$ cat config.mk
export PLATFORM = sky130hd
export DESIGN_NAME = uart_regif
export DESIGN_NICKNAME = d
export VERILOG_FILES = /design/src/rtl/uart_regif_pkg.sv /design/src/rtl/uart_regif_decode.sv /design/src/rtl/uart_regif_irq.sv /design/src/rtl/uart_regif_ctl.sv /design/src/rtl/uart_regif.sv
export SDC_FILE = /design/constraint.sdc
export NUM_CORES = 1
export LEC_CHECK = 0
export BUFFER_PORTS_ARGS = -buffer_cell sky130_fd_sc_hd__buf_2
export CAP_MARGIN = 30
export CELL_PAD_IN_SITES_DETAIL_PLACEMENT = 1
export CELL_PAD_IN_SITES_GLOBAL_PLACEMENT = 2
export CORE_ASPECT_RATIO = 0.9
export CORE_MARGIN = 1.5
export CORE_UTILIZATION = 27
export CTS_CLUSTER_DIAMETER = 40
export DETAILED_ROUTE_END_ITERATION = 6
export GPL_ROUTABILITY_DRIVEN = 0
export PLACE_DENSITY = 0.81
export SYNTH_ARGS = -nofsm -noshare
export SYNTH_HDL_FRONTEND = slang
export SYNTH_SLANG_ARGS = --single-unit
$ cat constraint.sdc
create_clock -name clk -period 1.7 [get_ports clk]
set_input_delay 0 -clock clk [delete_from_list [all_inputs] [get_ports clk]]
set_output_delay 0 -clock clk [all_outputs]
set_load 0.02 [all_outputs]
$ cat src/rtl/uart_regif_pkg.sv
package uart_regif_pkg;
  // word indices (byte offset / 4)
  localparam int W_DATA = 0;
  localparam int W_CSR  = 1;
  localparam int W_CLK  = 2;
  localparam int W_IST  = 3;
  localparam int W_IEN  = 4;
  localparam int N_WORDS = 5;

  // interrupt cause bits
  localparam int IRQ_RX = 0;
  localparam int IRQ_TX = 1;
  localparam int N_IRQ  = 2;

  // writable part of control/status, LSB first: par[1:0], mode[3:2], brk 4, hie 5
  localparam int CSR_RW_W = 6;

  typedef struct packed {
    logic       hie;
    logic       brk;
    logic [1:0] mode;
    logic [1:0] par;
  } csr_t;

  typedef enum logic [1:0] {
    PAR_NONE = 2'b00,
    PAR_ODD  = 2'b01,
    PAR_EVEN = 2'b10,
    PAR_RSVD = 2'b11
  } par_e;
endpackage

$ cat src/rtl/uart_regif_decode.sv
module uart_regif_decode #(
  parameter int ADDR_W  = 5,
  parameter int N_WORDS = 5
) (
  input  logic [ADDR_W-1:0]  addr,
  output logic [N_WORDS-1:0] sel
);
  localparam int IDX_W = ADDR_W - 2;

  logic aligned;
  assign aligned = (addr[1:0] == 2'b00);

  for (genvar i = 0; i < N_WORDS; i++) begin : g_sel
    assign sel[i] = aligned && (addr[ADDR_W-1:2] == IDX_W'(i));
  end
endmodule

$ cat src/rtl/uart_regif_irq.sv
module uart_regif_irq #(
  parameter int N = 2
) (
  input  logic         clk,
  input  logic         rst_n,
  input  logic [N-1:0] set,
  input  logic         clr_wr,
  input  logic [N-1:0] clr_mask,
  input  logic         ien_wr,
  input  logic [N-1:0] ien_wdata,
  output logic [N-1:0] ist_q,
  output logic [N-1:0] ien_q,
  output logic         pending
);
  logic [N-1:0] ist_d;
  logic [N-1:0] ien_d;

  for (genvar i = 0; i < N; i++) begin : g_bit
    // hardware set dominates a software clear in the same cycle
    assign ist_d[i] = set[i] | (ist_q[i] & ~(clr_wr & clr_mask[i]));
  end

  always_comb begin
    ien_d = ien_q;
    if (ien_wr) ien_d = ien_wdata;
  end

  always_ff @(posedge clk or negedge rst_n) begin
    if (!rst_n) begin
      ist_q <= '0;
      ien_q <= '0;
    end else begin
      ist_q <= ist_d;
      ien_q <= ien_d;
    end
  end

  assign pending = |(ist_q & ien_q);
endmodule

$ cat src/rtl/uart_regif_ctl.sv
module uart_regif_ctl
  import uart_regif_pkg::*;
#(
  parameter int CLK_W = 32
) (
  input  logic                clk,
  input  logic                rst_n,
  input  logic                csr_wr,
  input  logic [CSR_RW_W-1:0] csr_wdata,
  input  logic                clk_wr,
  input  logic [CLK_W-1:0]    clk_wdata,
  output csr_t                csr_q,
  output logic [CLK_W-1:0]    clk_q
);
  csr_t             csr_d;
  logic [CLK_W-1:0] clk_d;

  always_comb begin
    csr_d = csr_q;
    clk_d = clk_q;
    if (csr_wr) csr_d = csr_t'(csr_wdata);
    if (clk_wr) clk_d = clk_wdata;
  end

  always_ff @(posedge clk or negedge rst_n) begin
    if (!rst_n) begin
      csr_q <= '0;
      clk_q <= '0;
    end else begin
      csr_q <= csr_d;
      clk_q <= clk_d;
    end
  end
endmodule

$ cat src/rtl/uart_regif.sv
module uart_regif
  import uart_regif_pkg::*;
#(
  parameter int ADDR_W = 5,
  parameter int DATA_W = 32,
  parameter int CHAR_W = 8,
  parameter int CLK_W  = 32
) (
  input  logic              clk,
  input  logic              rst_n,
  input  logic [ADDR_W-1:0] bus_addr,
  input  logic              bus_wr,
  input  logic [DATA_W-1:0] bus_wdata,
  output logic [DATA_W-1:0] bus_rdata,
  output logic              txq_push,
  output logic [CHAR_W-1:0] txq_data,
  input  logic              txq_full,
  input  logic              txq_empty,
  output logic              rxq_pop,
  input  logic [CHAR_W-1:0] rxq_data,
  input  logic              rxq_empty,
  input  logic              core_busy,
  output logic              parity_en,
  output logic              parity_odd,
  output logic              uart_en,
  output logic              line_break,
  output logic [CLK_W-1:0]  clk_cfg,
  output logic              host_irq
);
  localparam int RX_FLAG = CHAR_W;
  localparam int TX_FLAG = CHAR_W + 1;

  logic [N_WORDS-1:0] sel;
  csr_t               csr_q;
  logic [N_IRQ-1:0]   ist_q;
  logic [N_IRQ-1:0]   ien_q;
  logic [N_IRQ-1:0]   irq_set;
  logic               pending;
  logic               tx_busy;
  logic               host_en;
  logic               txe_prev_q;
  logic               txe_prev_d;
  logic               data_wr;

  uart_regif_decode #(.ADDR_W(ADDR_W), .N_WORDS(N_WORDS)) u_dec (
    .addr (bus_addr),
    .sel  (sel)
  );

  uart_regif_ctl #(.CLK_W(CLK_W)) u_ctl (
    .clk       (clk),
    .rst_n     (rst_n),
    .csr_wr    (bus_wr && sel[W_CSR]),
    .csr_wdata (bus_wdata[CSR_RW_W-1:0]),
    .clk_wr    (bus_wr && sel[W_CLK]),
    .clk_wdata (bus_wdata[CLK_W-1:0]),
    .csr_q     (csr_q),
    .clk_q     (clk_cfg)
  );

  // transmit-drain edge: txq_empty rising
  assign txe_prev_d = txq_empty;
  always_ff @(posedge clk or negedge rst_n) begin
    if (!rst_n) txe_prev_q <= 1'b1;
    else        txe_prev_q <= txe_prev_d;
  end

  assign irq_set[IRQ_RX] = ~rxq_empty;
  assign irq_set[IRQ_TX] = txq_empty & ~txe_prev_q;

  uart_regif_irq #(.N(N_IRQ)) u_irq (
    .clk       (clk),
    .rst_n     (rst_n),
    .set       (irq_set),
    .clr_wr    (bus_wr && sel[W_IST]),
    .clr_mask  (bus_wdata[N_IRQ-1:0]),
    .ien_wr    (bus_wr && sel[W_IEN]),
    .ien_wdata (bus_wdata[N_IRQ-1:0]),
    .ist_q     (ist_q),
    .ien_q     (ien_q),
    .pending   (pending)
  );

  // data register handshake
  assign data_wr  = bus_wr && sel[W_DATA];
  assign txq_push = data_wr && bus_wdata[TX_FLAG] && !txq_full;
  assign txq_data = bus_wdata[CHAR_W-1:0];
  assign rxq_pop  = data_wr && bus_wdata[RX_FLAG] && !bus_wdata[TX_FLAG] && !rxq_empty;

  // configuration outputs
  assign parity_en  = (csr_q.par == PAR_ODD) || (csr_q.par == PAR_EVEN);
  assign parity_odd = (csr_q.par == PAR_ODD);
  assign uart_en    = (csr_q.mode != 2'b00);
  assign line_break = csr_q.brk;
  assign host_en    = csr_q.hie;
  assign tx_busy    = core_busy | ~txq_empty;
  assign host_irq   = pending & host_en;

  // read mux
  always_comb begin
    bus_rdata = '0;
    if (sel[W_DATA]) begin
      bus_rdata[CHAR_W-1:0] = rxq_empty ? '0 : rxq_data;
      bus_rdata[RX_FLAG]    = ~rxq_empty;
      bus_rdata[TX_FLAG]    = ~txq_full;
    end
    if (sel[W_CSR]) bus_rdata = DATA_W'({pending, tx_busy, csr_q});
    if (sel[W_CLK]) bus_rdata = DATA_W'(clk_cfg);
    if (sel[W_IST]) bus_rdata = DATA_W'(ist_q);
    if (sel[W_IEN]) bus_rdata = DATA_W'(ien_q);
  end
endmodule

======== After elaboration in Yosys (flattened, before gate mapping) ========
Cells that the tools add are included.
cells by class
  equality and inequality tests ........... 6
  mux-type cells .......................... 6
  bitwise operators ....................... 16
  reduce and logical (&&, ||, !) cells .... 23
operators with widths
  cell                                                  count
  two-way mux 32 bit                                    3
  two-way mux 10 bit                                    2
  logical AND 1 bit                                     15
  two-way mux 8 bit                                     1
  AND 1 bit                                             6
  equality test 3 x 2 -> 1 bit (second input constant)  2
  inverter 1 bit                                        6
  equality test 3 x 1 -> 1 bit (second input constant)  1
  equality test 3 bit (second input constant)           1
  zero test 1 bit                                       3
  zero test 3 bit                                       1
  bitwise OR 1 bit                                      3
  AND 2 bit                                             1
  equality test 2 x 1 -> 1 bit (second input constant)  1
  equality test 2 bit (second input constant)           1
  zero test 2 bit                                       1
  nonzero test 2 bit                                    1
  OR reduction 2 bit                                    1
  logical OR 1 bit                                      1
storage, ports and cells
  register bits ........................... 43
  bits of input ports ..................... 52
  output and inout port bits .............. 79
  word-level logic and storage cells ...... 59

======== Longest topological paths before layout ========
  depth in word-level cells ............... 7
  mapped depth ............................ 5
  depth with buffers taken out ............ 4

======== Hierarchy ========
Synthesis repeated with hierarchy kept, for this count alone.
second synthesis, totals
  cells, all modules ...................... 193
  area total of the unflattened synthesis .. 2,403.6 sq um
modules (own cells, without submodules)
  module             times used  cells each  area an instance (sq um)  sequential area each (sq um)
  uart_regif_ctl     1           81          1,567.8                   950.9
  uart_regif         1           93          609.3                     26.3
  uart_regif_irq     1           11          161.4                     100.1
  uart_regif_decode  1           8           65.1                      0.0

======== Worst setup path before layout ========
No wires, ideal clock.
  kind .................................... input port to output port
  start ................................... input port bus_addr[4]
  end ..................................... output port bus_rdata[6]
  data arrival time ....................... 1.220 ns
  required time ........................... 1.700 ns
  setup slack ............................. 0.480 ns
  stages on the path ...................... 4
  cells stage by stage .................... or3_4 -> nor4_4 -> a21oi_1 -> a22oi_1
between the ends
  word-level cells in the longest chain between the ends .. 7
  elaborated cells on any way between the ends .. 15
RTL lines
  item                    RTL line                 RTL
  from (decl)             uart_regif.sv:11         input logic [ADDR_W-1:0] bus_addr,
  zero test 3 bit         uart_regif_decode.sv:14  assign sel[i] = aligned && (addr[ADDR_W-1:2] == IDX_W'(i));
  logical AND 1 bit       uart_regif_decode.sv:14
  two-way mux 10 bit      uart_regif.sv:102        if (sel[W_DATA]) begin
  two-way mux 10 bit      uart_regif.sv:107        if (sel[W_CSR]) bus_rdata = DATA_W'({pending, tx_busy, csr_q});
  two-way mux 32 bit      uart_regif.sv:108        if (sel[W_CLK]) bus_rdata = DATA_W'(clk_cfg);
  two-way mux 32 bit      uart_regif.sv:109        if (sel[W_IST]) bus_rdata = DATA_W'(ist_q);
  two-way mux 32 bit (*)  uart_regif.sv:110        if (sel[W_IEN]) bus_rdata = DATA_W'(ien_q);
  to (decl)               uart_regif.sv:14         output logic [DATA_W-1:0] bus_rdata,
Every way passes the cells marked *; elsewhere a longest branch is shown, timed or not.

======== Worst setup path in the final report ========
Ends and elaborated chain as after synthesis.

==> reports/metrics.csv <==
metric,value,unit
vias in the first global route,2291,
warnings from Yosys,0,
peak supply drop,0.4122,mV
R2R depth,1,
r2r endpoint,u_ctl.clk_q[21],
mapped cell area,0.002283,sq mm
unrepaired setup endpoints after global routing,false,
hold endpoint,u_ctl.clk_q[1],
Worst Path Arrival,1530,ps
Setup Skew,0.1530,ps
ratio of cells with drive above 1 in the final layout,0.5306,
Setup CP Type,input pin to primary output,
max-cap check violation count,0,
Num CTS Buffers,5,
overall power,3.249,mW
gr usage total,0.1683,
#FFs+latches synth,43,
n_diodes,0,
FF-to-FF Start,u_ctl.clk_q[21],
leakage power,1.836,nW
Worst-path clk slew,90,ps
initial core utilization,0.2817,
Sw Ratio,0.3130,
Post-Syn Instances,199,
Die Width,99.94,um
DRC errors left,0,
outcome,"finished, final reports clean",
internal reg-to-reg setup slack,900,ps
# fillers,943,
port bufs,130,
area of the multi-input gates,0.001079,sq mm
Max clock buf depth,2,
Setup Buffers After CTS,0,
drt total wl,7527,um
part of the Yosys area used for sequential elements,0.4718,
DR WL/cell,16.40,um
Net Sw Power,1.017,mW
IO Pins,131,
Die Ht,90.25,um
post-synthesis net count,252,
fin crit period,1525,ps
DRT iter0 DRCs,34,
Comb power frac,0.292,
CP peak stage delay,440,ps
Tcrit/Tclk final,0.8972,
placed cells,418,
hpwl dp,5426,um
Clock H-tree levels,2,
core footprint,0.008107,sq mm
synth-to-layout area growth,52.27,%
Via density,4.763,
hold_sp,bus_wdata[1],
TritonCTS clock tree,yes,
register area,0.001077,sq mm
maximum fanout along the worst path,7,
critical path's most frequent cell,buf_2,
fin nets,412,
dpl ws,151.2,ps
WHS Path Cells,2,
CP endpoint kind,primary output,
hold_ws,19.58,ps
first-pass GRT wire length,11830,um
Detailed Routing Iterations Pass 1,4,
"Slowest-stage cell, CP",or3_4,
# resized after CTS,0,
initial antenna violation count,0,
endpoints failing setup,0,
fmax,655.6,MHz
"Slew Viols, Final",0,
worst slew pin tran,565.7,ps
# rows,31,
Via Count,2186,
Reg power frac,0.417,
Clock power frac,0.291,
final instance count without filler cells,459,
DRT antenna net count,0,
Setup TNS Final,0,ps
DIE AREA,0.009019,sq mm
Max-slew headroom,0.6229,
fin worst setup slack,174.8,ps
ys async rst share,1.000,
Internal Power,2.232,mW
Post-synth EDFFs,0,
critical path required time,1700,ps
Syn Area/Cell,11.47,sq um
predominant post-synthesis flop cell,dfrtp_1,
Power Density,934.5,mW/mm^2
crit path cell chain,buf_2 -> or3_4 -> nor2_1 -> o21ai_1 -> a22oi_1 -> buf_2,
Yosys cell types,36,
Worst Hold Class,input pin to register,
GRT overflow,0,
Clock Sinks,43,
final hold violation count,0,
CTS Root Buffer Type,clkbuf_8,
CP startpoint kind,input pin,
clk_lat worst skew,290,ps
largest net degree at the start of global routing,44,
[power by group through the flow]
stage               Combinational (mW)  Clock [mW]  Sequential, mW
finish                           0.949       0.945            1.36
global route                      1.02        1.02            1.39
CTS                              0.960       0.982            1.36
detailed placement               0.900           0            1.38
global placement                 0.882           0            1.37
floorplan                        0.355           0            1.53
[flip-flops by register name (all words and copies together), names as in the netlist]
signal and flops:
u_irq.ist_q 2, u_irq.ien_q 2, txe_prev_q 1, u_ctl.clk_q 32, u_ctl.csr_q 6
[kinds of logic (layout without fill, tap and decap cells)]
| family | count (synthesis) | count (layout) | share of synthesized area |
|---|---|---|---|
| adder cells (fa/ha/maj) | 1 | 1 | 0.005479 |
| flip-flops | 43 | 43 | 0.4718 |
| AND/OR/NAND/NOR | 59 | 59 | 0.1655 |
| buffers and inverters | 21 | 182 | 0.05589 |
| AO/OA/AOI/OAI | 35 | 35 | 0.09424 |
| multiplexers | 40 | 40 | 0.2071 |
[per-layer routing]
metal  up-vias  track usage  share of wire
met1      1065       0.2188           0.44
met5         -            0              0
met4         0      0.04930          0.013
li1       1015            -              -
met2       100       0.2789           0.47
met3         6      0.03733          0.069
[cell type report]
cell class / count / area share
Clock inverter: 2 / 0.01727
Timing Repair Buffer: 171 / 0.3030
Sequential cell: 43 / 0.3098
Clock buffer: 6 / 0.02087
Tap cell: 99 / 0.03562
Multi-Input combinational cell: 135 / 0.3102
Inverter: 3 / 0.003239
[per-stage QoR]
| step | area, sq um | utilization |
|---|---|---|
| CTS | 3477 | 0.4289 |
| floorplan | 2283 | - |
| detailed placement | 3014 | 0.3718 |
| global placement | 3014 | 0.3718 |
| finish | 3477 | 0.4289 |
| global route | 3477 | 0.4289 |
[what timing repair did]
action,in CTS,in global routing
endpoints found under the hold margin,78,0
hold buffers,33,0
endpoints found under the setup margin,0,0
[cells in the mapped netlist, types with 2 or more instances]
master     count  area, sq um
o21a_1         2        15.01
nor2b_1        6        37.54
a21oi_1        9        45.04
a221oi_1       5        43.79
nand3_1        5        25.02
dfrtp_1       42         1051
nand2b_1       2        12.51
mux2_2        34        382.9
clkbuf_1       2        7.510
o21ai_1        3        15.01
mux2_4         6        90.09
o21ai_0       11        55.05
a2bb2oi_1      2        17.52
buf_2          4        20.02
nor3_1         3        15.01
nor2_1         6        22.52
inv_1          3        11.26
buf_4          9        67.56
clkbuf_2       2        10.01
and2_1        24        150.1
nand2_1        4        15.01
[cells in the final DEF, fill, tap and decap left out]
cell type      instances
a21oi_1                9
nand3_1                5
nand2_1                4
ha_1                   1
dfstp_2                1
bufinv_16              2
or2_2                  1
o21ai_1                3
nand4b_1               1
buf_4                  7
nor2_1                 6
nor3b_4                1
nand3b_1               1
a21o_1                 1
a22o_1                 1
mux2_2                34
a2bb2oi_1              2
o21a_1                 2
inv_1                  3
nor2b_1                6
nor3_2                 1
a22oi_1                1
buf_2                130
a221oi_1               5
buf_12                 1
dfrtp_1               42
o21ai_0               11
clkbuf_1               1
or2_1                  1
or3_4                  1
dlygate4sd3_1         33
mux2_4                 6
nor3_1                 3
nor4_4                 1
clkbuf_8               5
and4b_1                1
nand2b_1               2
and2_1                24
[critical path: cells and delay by family]
family	cells	cell delay, ps
simple gates	2	860
buf+inv	2	330
compound gates	2	340
[worst max-delay path by stage]
stage / start / end / slack (ps) / cells past startpoint
after global placement: bus_addr[4] / bus_rdata[4] / 210 / 6
after floorplan: bus_addr[4] / bus_rdata[6] / 480 / 4
after CTS: bus_addr[4] / bus_rdata[4] / 150 / 6
final: bus_addr[4] / bus_rdata[6] / 170 / 6
after detailed placement: bus_addr[4] / bus_rdata[4] / 150 / 6
after global routing: bus_addr[4] / bus_rdata[4] / 60 / 6
Note: power is estimated with default switching activity, not from simulation.
